==> src/rtl/cache_evt_pkg.sv <==
`timescale 1ns/1ps
package cache_evt_pkg;
  localparam int NUM_CTR = 4;
  localparam int IDX_W   = 4;
  localparam int POS_W   = 5;
  localparam int CODE_W  = 1 + IDX_W + POS_W;

  // counter slots
  localparam int CTR_MEM_RD = 0;
  localparam int CTR_MEM_WR = 1;
  localparam int CTR_SNP_RD = 2;
  localparam int CTR_CP_WR  = 3;

  // path codes
  localparam logic [1:0] PATH_MEM  = 2'd0;
  localparam logic [1:0] PATH_SNP  = 2'd1;
  localparam logic [1:0] PATH_CP   = 2'd2;

  // opcode codes
  localparam logic [3:0] OP_RD_ONCE   = 4'd0;
  localparam logic [3:0] OP_RD_SHARED = 4'd1;
  localparam logic [3:0] OP_RD_NSD    = 4'd4;
  localparam logic [3:0] OP_WR_BACK   = 4'd8;
  localparam logic [3:0] OP_WR_EVICT  = 4'd10;
endpackage

==> src/rtl/txn_class_decode.sv <==
`timescale 1ns/1ps
module txn_class_decode
  import cache_evt_pkg::*;
(
  input  logic               valid,
  input  logic [1:0]         path,
  input  logic [3:0]         opcode,
  output logic [NUM_CTR-1:0] hit
);
  logic rd_cls, once_op, wr_cls;

  always_comb begin
    rd_cls  = (opcode >= OP_RD_SHARED) && (opcode <= OP_RD_NSD);
    once_op = (opcode == OP_RD_ONCE);
    wr_cls  = (opcode >= OP_WR_BACK) && (opcode <= OP_WR_EVICT);
    hit = '0;
    if (valid) begin
      hit[CTR_MEM_RD] = (path == PATH_MEM) && rd_cls;
      hit[CTR_MEM_WR] = (path == PATH_MEM) && wr_cls;
      hit[CTR_SNP_RD] = (path == PATH_SNP) && (rd_cls || once_op);
      hit[CTR_CP_WR]  = (path == PATH_CP)  && wr_cls;
    end
  end
endmodule

==> src/rtl/evt_enable_ctrl.sv <==
`timescale 1ns/1ps
module evt_enable_ctrl
  import cache_evt_pkg::*;
#(
  parameter int EN_LSB = 8
) (
  input  logic               clk,
  input  logic               rst_n,
  input  logic               evt_wr,
  input  logic               evt_set,
  input  logic [CODE_W-1:0]  evt_code,
  output logic [NUM_CTR-1:0] ena
);
  logic              grp;
  logic [IDX_W-1:0]  idx;
  logic [POS_W-1:0]  pos;
  logic              code_ok;
  logic [NUM_CTR-1:0] ena_d, ena_q;

  always_comb begin
    grp     = evt_code[0];
    idx     = evt_code[IDX_W:1];
    pos     = evt_code[CODE_W-1:IDX_W+1];
    code_ok = !grp && (int'(idx) < NUM_CTR) && (int'(pos) == EN_LSB + int'(idx));
    ena_d   = ena_q;
    for (int i = 0; i < NUM_CTR; i++) begin
      if (evt_wr && code_ok && (int'(idx) == i)) ena_d[i] = evt_set;
    end
  end

  always_ff @(posedge clk or negedge rst_n) begin
    if (!rst_n)      ena_q <= '0;
    else if (evt_wr) ena_q <= ena_d;
  end

  assign ena = ena_q;
endmodule

==> src/rtl/evt_counter.sv <==
`timescale 1ns/1ps
module evt_counter #(
  parameter int CNT_W = 32
) (
  input  logic             clk,
  input  logic             rst_n,
  input  logic             inc,
  input  logic             clr,
  output logic [CNT_W-1:0] cnt
);
  logic [CNT_W-1:0] cnt_d, cnt_q;
  logic             cnt_en;

  always_comb begin
    cnt_en = inc || clr;
    if (clr) cnt_d = '0;
    else     cnt_d = cnt_q + 1'b1;
  end

  always_ff @(posedge clk or negedge rst_n) begin
    if (!rst_n)      cnt_q <= '0;
    else if (cnt_en) cnt_q <= cnt_d;
  end

  assign cnt = cnt_q;
endmodule

==> src/rtl/cache_evt_bank.sv <==
`timescale 1ns/1ps
module cache_evt_bank
  import cache_evt_pkg::*;
#(
  parameter int CNT_W  = 32,
  parameter int EN_LSB = 8
) (
  input  logic                clk,
  input  logic                rst_n,
  input  logic                txn_valid,
  input  logic [1:0]          txn_path,
  input  logic [3:0]          txn_opcode,
  input  logic                evt_wr,
  input  logic                evt_set,
  input  logic [CODE_W-1:0]   evt_code,
  input  logic                clr_wr,
  input  logic [NUM_CTR-1:0]  clr_mask,
  input  logic [IDX_W-1:0]    rd_idx,
  output logic [CNT_W-1:0]    rd_data
);
  logic [NUM_CTR-1:0]            hit;
  logic [NUM_CTR-1:0]            ena_q;
  logic [NUM_CTR-1:0][CNT_W-1:0] cnt_q;
  logic [CNT_W-1:0]              rd_d, rd_q;

  txn_class_decode i_decode (
    .valid  (txn_valid),
    .path   (txn_path),
    .opcode (txn_opcode),
    .hit    (hit)
  );

  evt_enable_ctrl #(.EN_LSB(EN_LSB)) i_enable (
    .clk      (clk),
    .rst_n    (rst_n),
    .evt_wr   (evt_wr),
    .evt_set  (evt_set),
    .evt_code (evt_code),
    .ena      (ena_q)
  );

  for (genvar i = 0; i < NUM_CTR; i++) begin : g_ctr
    evt_counter #(.CNT_W(CNT_W)) i_cnt (
      .clk   (clk),
      .rst_n (rst_n),
      .inc   (hit[i] && ena_q[i]),
      .clr   (clr_wr && clr_mask[i]),
      .cnt   (cnt_q[i])
    );
  end

  always_comb begin
    rd_d = '0;
    for (int i = 0; i < NUM_CTR; i++) begin
      if (int'(rd_idx) == i) rd_d = cnt_q[i];
    end
  end

  always_ff @(posedge clk or negedge rst_n) begin
    if (!rst_n) rd_q <= '0;
    else        rd_q <= rd_d;
  end

  assign rd_data = rd_q;
endmodule

==> config.mk <==
export PLATFORM = sky130hd
export DESIGN_NAME = cache_evt_bank
export DESIGN_NICKNAME = d
export VERILOG_FILES = /design/src/rtl/cache_evt_pkg.sv /design/src/rtl/txn_class_decode.sv /design/src/rtl/evt_enable_ctrl.sv /design/src/rtl/evt_counter.sv /design/src/rtl/cache_evt_bank.sv
export SDC_FILE = /design/constraint.sdc
export NUM_CORES = 1
export LEC_CHECK = 0
export ABC_AREA = 1
export BUFFER_PORTS_ARGS = -buffer_cell sky130_fd_sc_hd__clkbuf_2
export CAP_MARGIN = 20
export CORE_AREA = 2 2 123 244
export CTS_BUF_LIST = sky130_fd_sc_hd__clkbuf_4
export DETAILED_ROUTE_END_ITERATION = 12
export DIE_AREA = 0 0 125 246
export PLACE_DENSITY_LB_ADDON = 0.25
export SYNTH_ARGS = -nofsm -noshare
export SYNTH_HDL_FRONTEND = slang
export SYNTH_HIERARCHICAL = 1
export SYNTH_SLANG_ARGS = --single-unit
==> constraint.sdc <==
create_clock -name clk -period 1.5 [get_ports clk]
set_input_delay 0.45 -clock clk [delete_from_list [all_inputs] [get_ports clk]]
set_output_delay 0.45 -clock clk [all_outputs]
set_load 0.05 [all_outputs]
# Word level (Yosys, flattened, before mapping)
# Index checks and enable logic that the tools add are counted.
totals:
  input_bits: 30
  rom_bits: 0
  register_bits: 164
  mem_count: 0
  latchBits: 0
  mem_bits_rw: 0
op_classes:
  order_cmp: 5
  multipliers: 0
  n_mux: 9
  n_eq_ne: 9
  addsub: 5
  bitwise: 0
  reduce_logical: 35
  n_div: 0
  n_shift: 0
ops:
  columns: ["operator", "n"]
  rows:
  - ["$mux 32", 8]
  - ["$add 32x1->32 const B", 4]
  - ["$eq 6x32->1", 1]
  - ["$logic_and 1x1->1", 21]
  - ["$eq 4x3->1 const B", 4]
  - ["$logic_not 4->1", 3]
  - ["$eq 4x2->1 const B", 2]
  - ["$reduce_and 2->1", 4]
  - ["$add 4x4->5 const A", 1]
  - ["$logic_or 1x1->1", 5]
  - ["$ge 4x1->1 const B", 1]
  - ["$ge 4x4->1 const B", 1]
  - ["$le 4x3->1 const B", 1]
  - ["$le 4x4->1 const B", 1]
  - ["$lt 4x3->1 const B", 1]
  - ["$mux 4", 1]
  - ["$eq 2x1->1 const B", 1]
  - ["$eq 2x2->1 const B", 1]
  - ["$logic_not 2->1", 1]
  - ["$logic_not 1->1", 1]

# Longest topological paths before layout
# Gate-level depths: netlist (run 1).
logic_depth:
  depth_word: 7
  ltp_mapped: 15
  depth_no_buf: 15

# Modules after synthesis
# Netlist (run 1), hierarchy kept.
by_module_without_submodules:
  columns: ["module", "n_inst", "seq_area_each_um2", "cells_per_inst", "area_each_um2"]
  rows:
  - ["evt_counter", 4, 800.8, 273, 1889.3]
  - ["cache_evt_bank", 1, 800.8, 242, 1948.1]
  - ["evt_enable_ctrl", 1, 100.1, 64, 394.1]
  - ["txn_class_decode", 1, 0.0, 21, 83.8]

# Least setup slack after synthesis (run 1)
# OpenSTA, ideal clock, no wires.
synth_path:
  kind: "input port to flip-flop"
  from: "in txn_path[1]"
  to: "reg g_ctr[0].i_cnt.cnt_q[26]"
  setup_slack_ns: -0.157
  arrival_ns: 1.538
  setup_time_ns: 0.119
  stages: 14
  cell_sequence: "inv_2 > nand2_1 > nor2_2 > nand2_1 > nor2_1 > nand2_1 > inv_1 > nor2_4 > nor2_4 > nand2_2 > nor2_1 > nand3_1 > nand2_1 > nor2_1"
synth_between:
  elab_chain_cells: 5
synth_rtl:
  columns: ["element", "line", "rtl"]
  rows:
  - ["start, declared", "cache_evt_bank.sv:11", "input logic [1:0] txn_path,"]
  - ["$logic_not 2->1", "txn_class_decode.sv:18", "hit[CTR_MEM_RD] = (path == PATH_MEM) && rd_cls;"]
  - ["$logic_and 1x1->1", "txn_class_decode.sv:18", null]
  - ["$mux 4", "txn_class_decode.sv:17", "if (valid) begin"]
  - ["net hit[0]", "cache_evt_bank.sv:21", "logic [NUM_CTR-1:0] hit;"]
  - ["$logic_and 1x1->1", "cache_evt_bank.sv:46", ".inc (hit[i] && ena_q[i]),"]
  - ["$logic_or 1x1->1", "evt_counter.sv:15", "cnt_en = inc || clr;"]
  - ["end signal, assigned", "evt_counter.sv:22", "else if (cnt_en) cnt_q <= cnt_d;"]
  - ["end, declared", "evt_counter.sv:11", "logic [CNT_W-1:0] cnt_d, cnt_q;"]
# The timed path passes the listed nets, and every way through them passes these cells.
# A chain may end at the register's enable or synchronous reset.

# Worst setup path in the final report (run 1)
layout_path:
  from: "reg rd_q[0], in the netlist rd_data[0]"
  to: "out rd_data[0]"
layout_lines:
  columns: ["element", "line", "rtl"]
  rows:
  - ["start, declared", "cache_evt_bank.sv:24", "logic [CNT_W-1:0] rd_d, rd_q;"]
  - ["start signal, assigned", "cache_evt_bank.sv:61", "else rd_q <= rd_d;"]
  - ["end, declared", "cache_evt_bank.sv:19", "output logic [CNT_W-1:0] rd_data"]
# No word-level cell between the ends.

==> results of run 1 <==
final cells by class:
class	instances	area, um^2
repair buffers	250	2270
clock inverters	10	133
well taps	360	450
flip-flops and latches	164	4130
multi-input cells	1077	5610
fillers	2869	15500
inverters	142	548
clock buffers	22	165
diodes	1	2.50
registers in the layout (all words and copies together) (netlist names):
signal	cells
g_ctr.i_cnt/cnt	128
rd_data	32
i_enable/ena	4
what timing repair did:
| action | CTS | global route |
|---|---|---|
| resized for setup | 83 | 167 |
| setup endpoints to repair | 61 | 119 |
| cloned | 0 | 2 |
| buffers inserted | 5 | 26 |
| pin swaps | 14 | 44 |
| hold buffers | 1 | 0 |
| hold endpoints to repair | 42 | 0 |
where the power goes:
group / internal, mW / switching [mW] / leakage [nW]
clock network: 1.23 / 1.65 / 0.153
registers: 4.42 / 0.000664 / 2.26
logic: 0.230 / 0.440 / 3.84
total: 5.88 / 2.10 / 6.26
how the worst min path moves through the flow:
stage / from / to / slack, ps / depth (start not counted)
6_report: evt_set / i_enable/ena[2]$_DFFE_PN0P_ / 80 / 3
5_1_grt: evt_set / i_enable/ena[2]$_DFFE_PN0P_ / 50 / 3
4_1_cts: evt_set / i_enable/ena[2]$_DFFE_PN0P_ / 9 / 3
3_5_place_dp: rst_n / rd_data[1]$_DFF_PN0_ / 390 / 1
3_3_place_gp: rst_n / g_ctr[3].i_cnt/cnt[5]$_DFFE_PN0P_ / 390 / 1
2_1_floorplan: rst_n / g_ctr[0].i_cnt/cnt[0]$_DFFE_PN0P_ / 150 / 0
placed cells by master (no fill, tap or decap), types with 16 or more instances in the layout:
| master | instances |
|---|---|
| dfrtp_2 | 20 |
| buf_4 | 165 |
| o21ai_0 | 19 |
| nor2_4 | 49 |
| inv_2 | 20 |
| nand3_1 | 181 |
| a21oi_1 | 68 |
| nor2_1 | 225 |
| clkbuf_4 | 22 |
| nor2_2 | 40 |
| nand4_1 | 52 |
| dfrtp_1 | 144 |
| nand2_1 | 317 |
| buf_8 | 32 |
| nand2_2 | 40 |
| o21ai_1 | 16 |
| nand3_2 | 16 |
| inv_1 | 120 |
| clkbuf_2 | 27 |
routing by layer:
layer  share of wire (%)  wire length (um)  up-vias
met5                   0                 0        -
met4                 6.2              2170        0
met3                 3.3              1170       97
met2                  55             19300      278
met1                  35             12300     4938
li1                    -                 -     5062
metrics by stage:
step | hold WS [ps] | std cells | worst slack (ps) | total power [mW]
final | 77.9 | 2026 | -169 | 7.98
after global routing | 49.6 | 2026 | -245 | 8.31
after CTS | 9.36 | 2000 | -251 | 8.08
after detailed placement | 390 | 1962 | -664 | 5.16
after global placement | 389 | 1962 | -681 | 5.16
after floorplan | 154 | 1419 | -81.6 | 4.83
cell families (layout without fill, tap and decap cells):
group	Yosys count	after routing	share of synthesized area, %
buffers and inverters	180	424	8.13
AOI/OAI and AO/OA	121	121	6.22
and+or+nand+nor	946	948	43.7
xor gates and xnor gates	4	4	0.351
other	0	1	0
DFF	164	164	41.1
adders and majority gates	4	4	0.501
worst reg2reg max path, delay by kind of cell (launching register included):
family / cells / cell delay [ps]
and+or+nand+nor: 4 / 570
AOI/OAI and AO/OA: 2 / 150
buffers and inverters: 1 / 180
DFF: 1 / 440
adders and majority gates: 1 / 170
==> impl_results.md, run 1 <==
- Latest clock arrival within the worst-skew pair: 640 ps
- Origin of the worst setup path: rd_data[0]$_DFF_PN0_
- Vias in the first global route: 10,187
- Routed WL: 35,000 um
- Synth top area cells: dfrtp_1, nand2_1, nand3_1, nor2_1, inv_1
- Hold Crit Class: primary input to flop
- Share of layout cells above drive strength 1: 30.3%
- Met1 GRT Util: 22.5%
- Final Util: 46.1%
- Detailed placer's ending HPWL: 27,400 um
- Die Wd: 125 um
- Critical path's top delay family: flip-flops
- Overall die height: 246 um
- Syn Area/Cell: 7.04 um^2
- GR Overflow Total: 0
- Leakage power: 6.26 nW
- Worst setup path endpoint: rd_data[0]
- FF-to-FF End: g_ctr[2].i_cnt/cnt[16]$_DFFE_PN0P_
- Worst Setup End Kind: primary output
- Tmin final: 1670 ps
- CP max-delay cell: dfrtp_1
- Worst setup SP type: flop
- H-Tree Depth: 4
- Seq cells post-synth: 164
- Top_reg_cell synth: dfrtp_1
- CP Data Required Time: 1050 ps
- Nets: 1,686
- CP max FO: 1
- Hold Fails Final Rpt: 0
- Final setup fails: 39
- Final instance area: 13,300 um^2
- Post-DRT Antenna Nets: 0
- Mapped Nets: 1,453
- Crit Path Class: flop to primary output
- Fmax achieved: 599 MHz
- Routability cong.: 0.958
- DR WL/cell: 17.3 um
- Yosys Warn Count: 6
- Layout area overhead: 33.3%
- Max incr delay on CP: 420 ps
- Mapped Area: 9980 um^2
- Vias post-DR: 10,375
- Largest net degree at the start of global routing: 37
- Relative slew slack: 73.5%
- Slew Viols, Final: 0
- Power Density: 600 nW/um^2
- Vias/cell: 5.12
- Initial DRT Pass Iterations: 5
- First-pass GRT wire length: 54,000 um
- Cell area after placement: 11,900 um^2
- Worst r2r path cells: 8
- Distinct cells, synth: 23
- IO Count: 62
- MaxCap Viol Count: 0
- Peak VDD IR: 481 uV
- Total number of cells along the worst setup path: 1
- GRT busiest layer: met2
- Top-count cell post-synth: nand2_1
- Worst-path clk slew: 140 ps
- EDFF count, synth: 0
- Critical Path, Cell by Cell: buf_8
- Async S/R FF share, synth: 100%
- Critical path data arrival time: 1220 ps
- R2R Path Start: g_ctr[2].i_cnt/cnt[1]$_DFFE_PN0P_
- TritonCTS Sinks: 164
- Met3 Resource Use GR: 3.65%
- Synth top area share: 41.1%
- Global routing usage on met2: 43.8%
- Die Area: 30,800 um^2
- Buf/Inv on CP: 1
- Run status: finished with violations
- PortBufs: 61
- Clock buffer depth: 2
- Core area: 28,800 um^2
- R2r setup slk: -80 ps
- Worst-Margin Slew: 397 ps
- Commonest cells post-synth: nand2_1, nor2_1, nand3_1
- Initial antenna violation count: 1
- Clk root buf: clkbuf_4
- Setup_tns: -4990 ps
- Final setup margin: -169 ps
- First DRT Iteration DRCs: 620
- Initial core utilization: 34.6%
- Cells after Synth: 1,419
- Biggest area consumer among synthesized cells: dfrtp_1
- Drt drc: 0
- Gr usage total: 22.8%
- RSZ-0062 raised after global routing: true
- Cts bufs inserted: 17
- Part of the Yosys area used for sequential elements: 41.1%
- Failing checks: setup timing
- Tcrit/Tclk final: 111%
- CTS tree: built
- Clk_skew: 21.8 ps
- Std cell rows: 88
(Power assumes the default switching activity.)
==> run 2: changes to the inputs <==
--- a/config.mk
+++ b/config.mk
@@ -5,14 +5,15 @@
 export SDC_FILE = /design/constraint.sdc
 export NUM_CORES = 1
 export LEC_CHECK = 0
-export ABC_AREA = 1
+export ABC_AREA = 0
 export BUFFER_PORTS_ARGS = -buffer_cell sky130_fd_sc_hd__clkbuf_2
 export CAP_MARGIN = 20
-export CORE_AREA = 2 2 123 244
+export CORE_AREA = 2 2 116 230
 export CTS_BUF_LIST = sky130_fd_sc_hd__clkbuf_4
 export DETAILED_ROUTE_END_ITERATION = 12
-export DIE_AREA = 0 0 125 246
+export DIE_AREA = 0 0 118 232
 export PLACE_DENSITY_LB_ADDON = 0.25
+export REMOVE_ABC_BUFFERS = 1
 export SYNTH_ARGS = -nofsm -noshare
 export SYNTH_HDL_FRONTEND = slang
 export SYNTH_HIERARCHICAL = 1
==> run 2 against run 1 <==
- the flow still finishes with violations (setup timing)
- count of clock-buffer cells in the layout is 4 lower
- sequential cell count stayed put
- synthesized area is 11% lower
- register-to-register slack worse by 430 ps
- synthesized cell count is 38% lower
- worst setup slack worse by 520 ps
- critical path type is now primary input to flop
- largest cell class unchanged
==> impl_results.md, run 2 <==
- CP max-delay cell: or3b_4
- Layout Cells excl Fill: 1,523 (-25%)
- GR Overflow Total: 0 (unchanged)
- MaxCap Viol Count: 0 (unchanged)
- Area of the multi-input gates: 5160 um^2 (-7.9%)
- First-pass GRT wire length: 44,200 um (-18%)
- TritonCTS Sinks: 164 (unchanged)
- Die Wd: 118 um (-5.6%)
- Worst-path clk slew: 140 ps (about the same)
- Die Area: 27,400 um^2 (-11%)
- Largest net degree at the start of global routing: 48 (+30%)
- Top_reg_cell synth: dfrtp_1
- Inst Count DP: 1,445 (-26%)
- Most used cell, CP: buf_6
- Vias in the first global route: 8,585 (-16%)
- Worst Setup End Kind: flop
- Power Density: 576 nW/um^2 (-3.9%)
- Share of layout cells above drive strength 1: 44.5% (+14 points)
- Seq cells post-synth: 164 (unchanged)
- Clk root buf: clkbuf_4
- Clk_skew: 19.8 ps (-1.93 ps)
- Biggest area consumer among synthesized cells: dfrtp_1
- Top-count cell post-synth: dfrtp_1
- Critical Path, Cell by Cell: buf_6 > or3b_4 > a2111oi_4 > and2_4 > buf_6 > o2111ai_4 > buf_6 > or3_4 > buf_4 > o31ai_2 > a21oi_2
- Final instance area: 13,000 um^2 (-2.6%)
- Async S/R FF share, synth: 100% (unchanged)
- Max incr delay on CP: 410 ps (about the same)
- Distinct cells, synth: 42 (+83%)
- Critical path data arrival time: 2710 ps (+1490 ps)
- Layout fillers: 2,384 (-17%)
- Crit Path Class: primary input to flop
- Initial antenna violation count: 1 (unchanged)
- IO Count: 62 (unchanged)
- Max reg flops: 128 (unchanged)
- Final Util: 50.5% (+4.4 points)
- Std cell rows: 83 (-5.7%)
- Clock buffer depth: 2 (unchanged)
- Core area: 25,700 um^2 (-11%)
- Final setup fails: 136 (+250%)
- Relative slew slack: 73.0% (-0.58 points)
- Layout area overhead: 46.5%
- Cts bufs inserted: 17 (unchanged)
- Leakage power: 5.69 nW (-9.0%)
- DR WL/cell: 18.7 um (+8.3%)
- FF+latch area: 4100 um^2 (-0.61%)
- Syn Area/Cell: 9.99 um^2 (+42%)
- Most frequent cells in the layout: buf_4, dfrtp_1, mux2i_1
- RSZ-0062 raised after global routing: true
- EDFF count, synth: 0 (unchanged)
- Hold Crit Class: primary input to flop
- Drt drc: 0 (unchanged)
- Synth top area share: 46.4% (+5.3 points)
- Yosys Warn Count: 6 (unchanged)
- Detailed placer's ending HPWL: 19,400 um (-29%)
- Fmax achieved: 456 MHz (-24%)
- PortBufs: 61 (unchanged)
- Worst-Margin Slew: 406 ps (+8.65 ps)
- H-Tree Depth: 4 (unchanged)
- Commonest non-fill, non-tap cell in the layout: buf_4
- First DRT Iteration DRCs: 431 (-30%)
- Run status: finished with violations
- Gr usage total: 20.7% (-2.1 points)
- CP Data Required Time: 2020 ps (+970 ps)
- Hold Fails Final Rpt: 0 (unchanged)
- Overall die height: 232 um (-5.7%)
- Tcrit/Tclk final: 146% (+35 points)
- Final setup margin: -692 ps (-523 ps)
- Critical path's top delay family: simple AND/OR/NAND/NOR gates
- Latest clock arrival within the worst-skew pair: 630 ps (about the same)
- Commonest cells post-synth: dfrtp_1, a21oi_1, mux2i_1
- Vias/cell: 5.41 (+5.7%)
- Part of the Yosys area used for sequential elements: 46.4% (+5.3 points)
- Buf/Inv on CP: 4 (+3)
- Cells after Synth: 885 (-38%)
- Peak VDD IR: 517 uV (+7.6%)
- Routed WL: 28,500 um (-19%)
- Routability cong.: 0.815 (-15%)
- Failing checks: setup timing
- CP max FO: 4 (+3)
- Cell area after placement: 11,000 um^2 (-7.8%)
- Slew Viols, Final: 0 (unchanged)
- Worst setup SP type: primary input
- Tmin final: 2190 ps (+523 ps)
- Mapped Area: 8840 um^2 (-11%)
- Vias post-DR: 8,241 (-21%)
- Initial DRT Pass Iterations: 4 (-1)
- Post-DRT Antenna Nets: 0 (unchanged)
- Initial core utilization: 34.5% (-0.13 points)
- Placement Setup Slack: -1590 ps (-930 ps)
- Synth top area cells: dfrtp_1, mux2i_1, a21oi_1, or4_1, o31ai_1
- Nets: 1,203 (-29%)
- CTS tree: built
==> run 2: cell types whose count changed in the layout (fill, tap and decap cells not counted), sizes merged, moves of 32 or more <==
cell   delta
buf      +77
inv     -116
mux2i    +68
nand2   -317
nand3   -179
nor2    -264
o22ai    +32
o31ai    +48
or3      +40
or4      +52
==> run 2: layout make-up <==
class                      count  share of cell area [%]
antenna                        1                  0.0193
clock buffer                  18                    1.04
clock inverter                14                    1.02
inverter                      25                   0.724
multi-input combinational    635                    39.9
sequential                   164                    31.7
tap                          340                    3.28
timing repair buffer         326                    22.4
==> run 2: through the flow <==
stage / hold WS, ps / power (mW) / TNS, ps
after global placement: 341 / 4.92 / -130710
final: 122 / 7.46 / -44770
after detailed placement: 336 / 4.92 / -134750
after global routing: 94.5 / 7.76 / -50470
after floorplan: 154 / 4.62 / -113620
after CTS: 76.9 / 7.53 / -39830
==> run 2: metal layers <==
layer | routed length [um] | global-route usage (%) | vias up
met1 | 10400 | 20.8 | 4125
li1 | - | - | 3890
met4 | 1220 | 11.9 | 0
met5 | 0 | 0 | -
met2 | 16100 | 39.8 | 167
met3 | 764 | 3.07 | 59
==> run 2: power breakdown <==
group | total [mW] | leakage, nW | internal [mW] | switching (mW)
Combinational | 0.432 | 3.26 | 0.149 | 0.284
Clock | 2.61 | 0.139 | 0.852 | 1.76
Sequential | 4.42 | 2.29 | 4.42 | 0.000945
Total | 7.46 | 5.69 | 5.42 | 2.04
==> run 2: path summary, 6_finish.rpt <==
path | to | depth (start not counted) | startpoint | slack, ps
min in group asynchronous | g_ctr[2].i_cnt/cnt[31]$_DFFE_PN0P_ | 2 | rst_n | 230
setup / recovery | g_ctr[1].i_cnt/cnt[29]$_DFFE_PN0P_ | 11 | txn_opcode[2] | -690
hold reg to reg | i_enable/ena[1]$_DFFE_PN0P_ | 1 | i_enable/ena[1]$_DFFE_PN0P_ | 520
hold / removal | i_enable/ena[2]$_DFFE_PN0P_ | 2 | evt_set | 120
setup reg to reg | g_ctr[3].i_cnt/cnt[31]$_DFFE_PN0P_ | 5 | g_ctr[3].i_cnt/cnt[13]$_DFFE_PN0P_ | -510
max in group asynchronous | g_ctr[1].i_cnt/cnt[15]$_DFFE_PN0P_ | 3 | rst_n | 680
==> run 2: cells by family after synthesis <==
logic type / Yosys count / share of synthesized area (%)
compound gates: 207 / 15.0
xor+xnor: 44 / 4.36
fa+ha+maj: 4 / 0.566
buf+inv: 88 / 4.91
flops: 164 / 46.4
mux: 72 / 8.21
simple gates: 306 / 20.6
==> run 2: worst register-to-register path: cells and delay by family, from the launching register on <==
family          cells  cell delay, ps
buf+inv             1             220
compound gates      1             120
flops               1             390
simple gates        3            1210
==> run 2: what timing repair did <==
action,CTS,global route
pin swaps,104,64
gates cloned,6,3
setup buffers,31,21
gates resized for setup,154,177
endpoints found under the setup margin,138,141
endpoints found under the hold margin,164,0
hold buffers,1,0
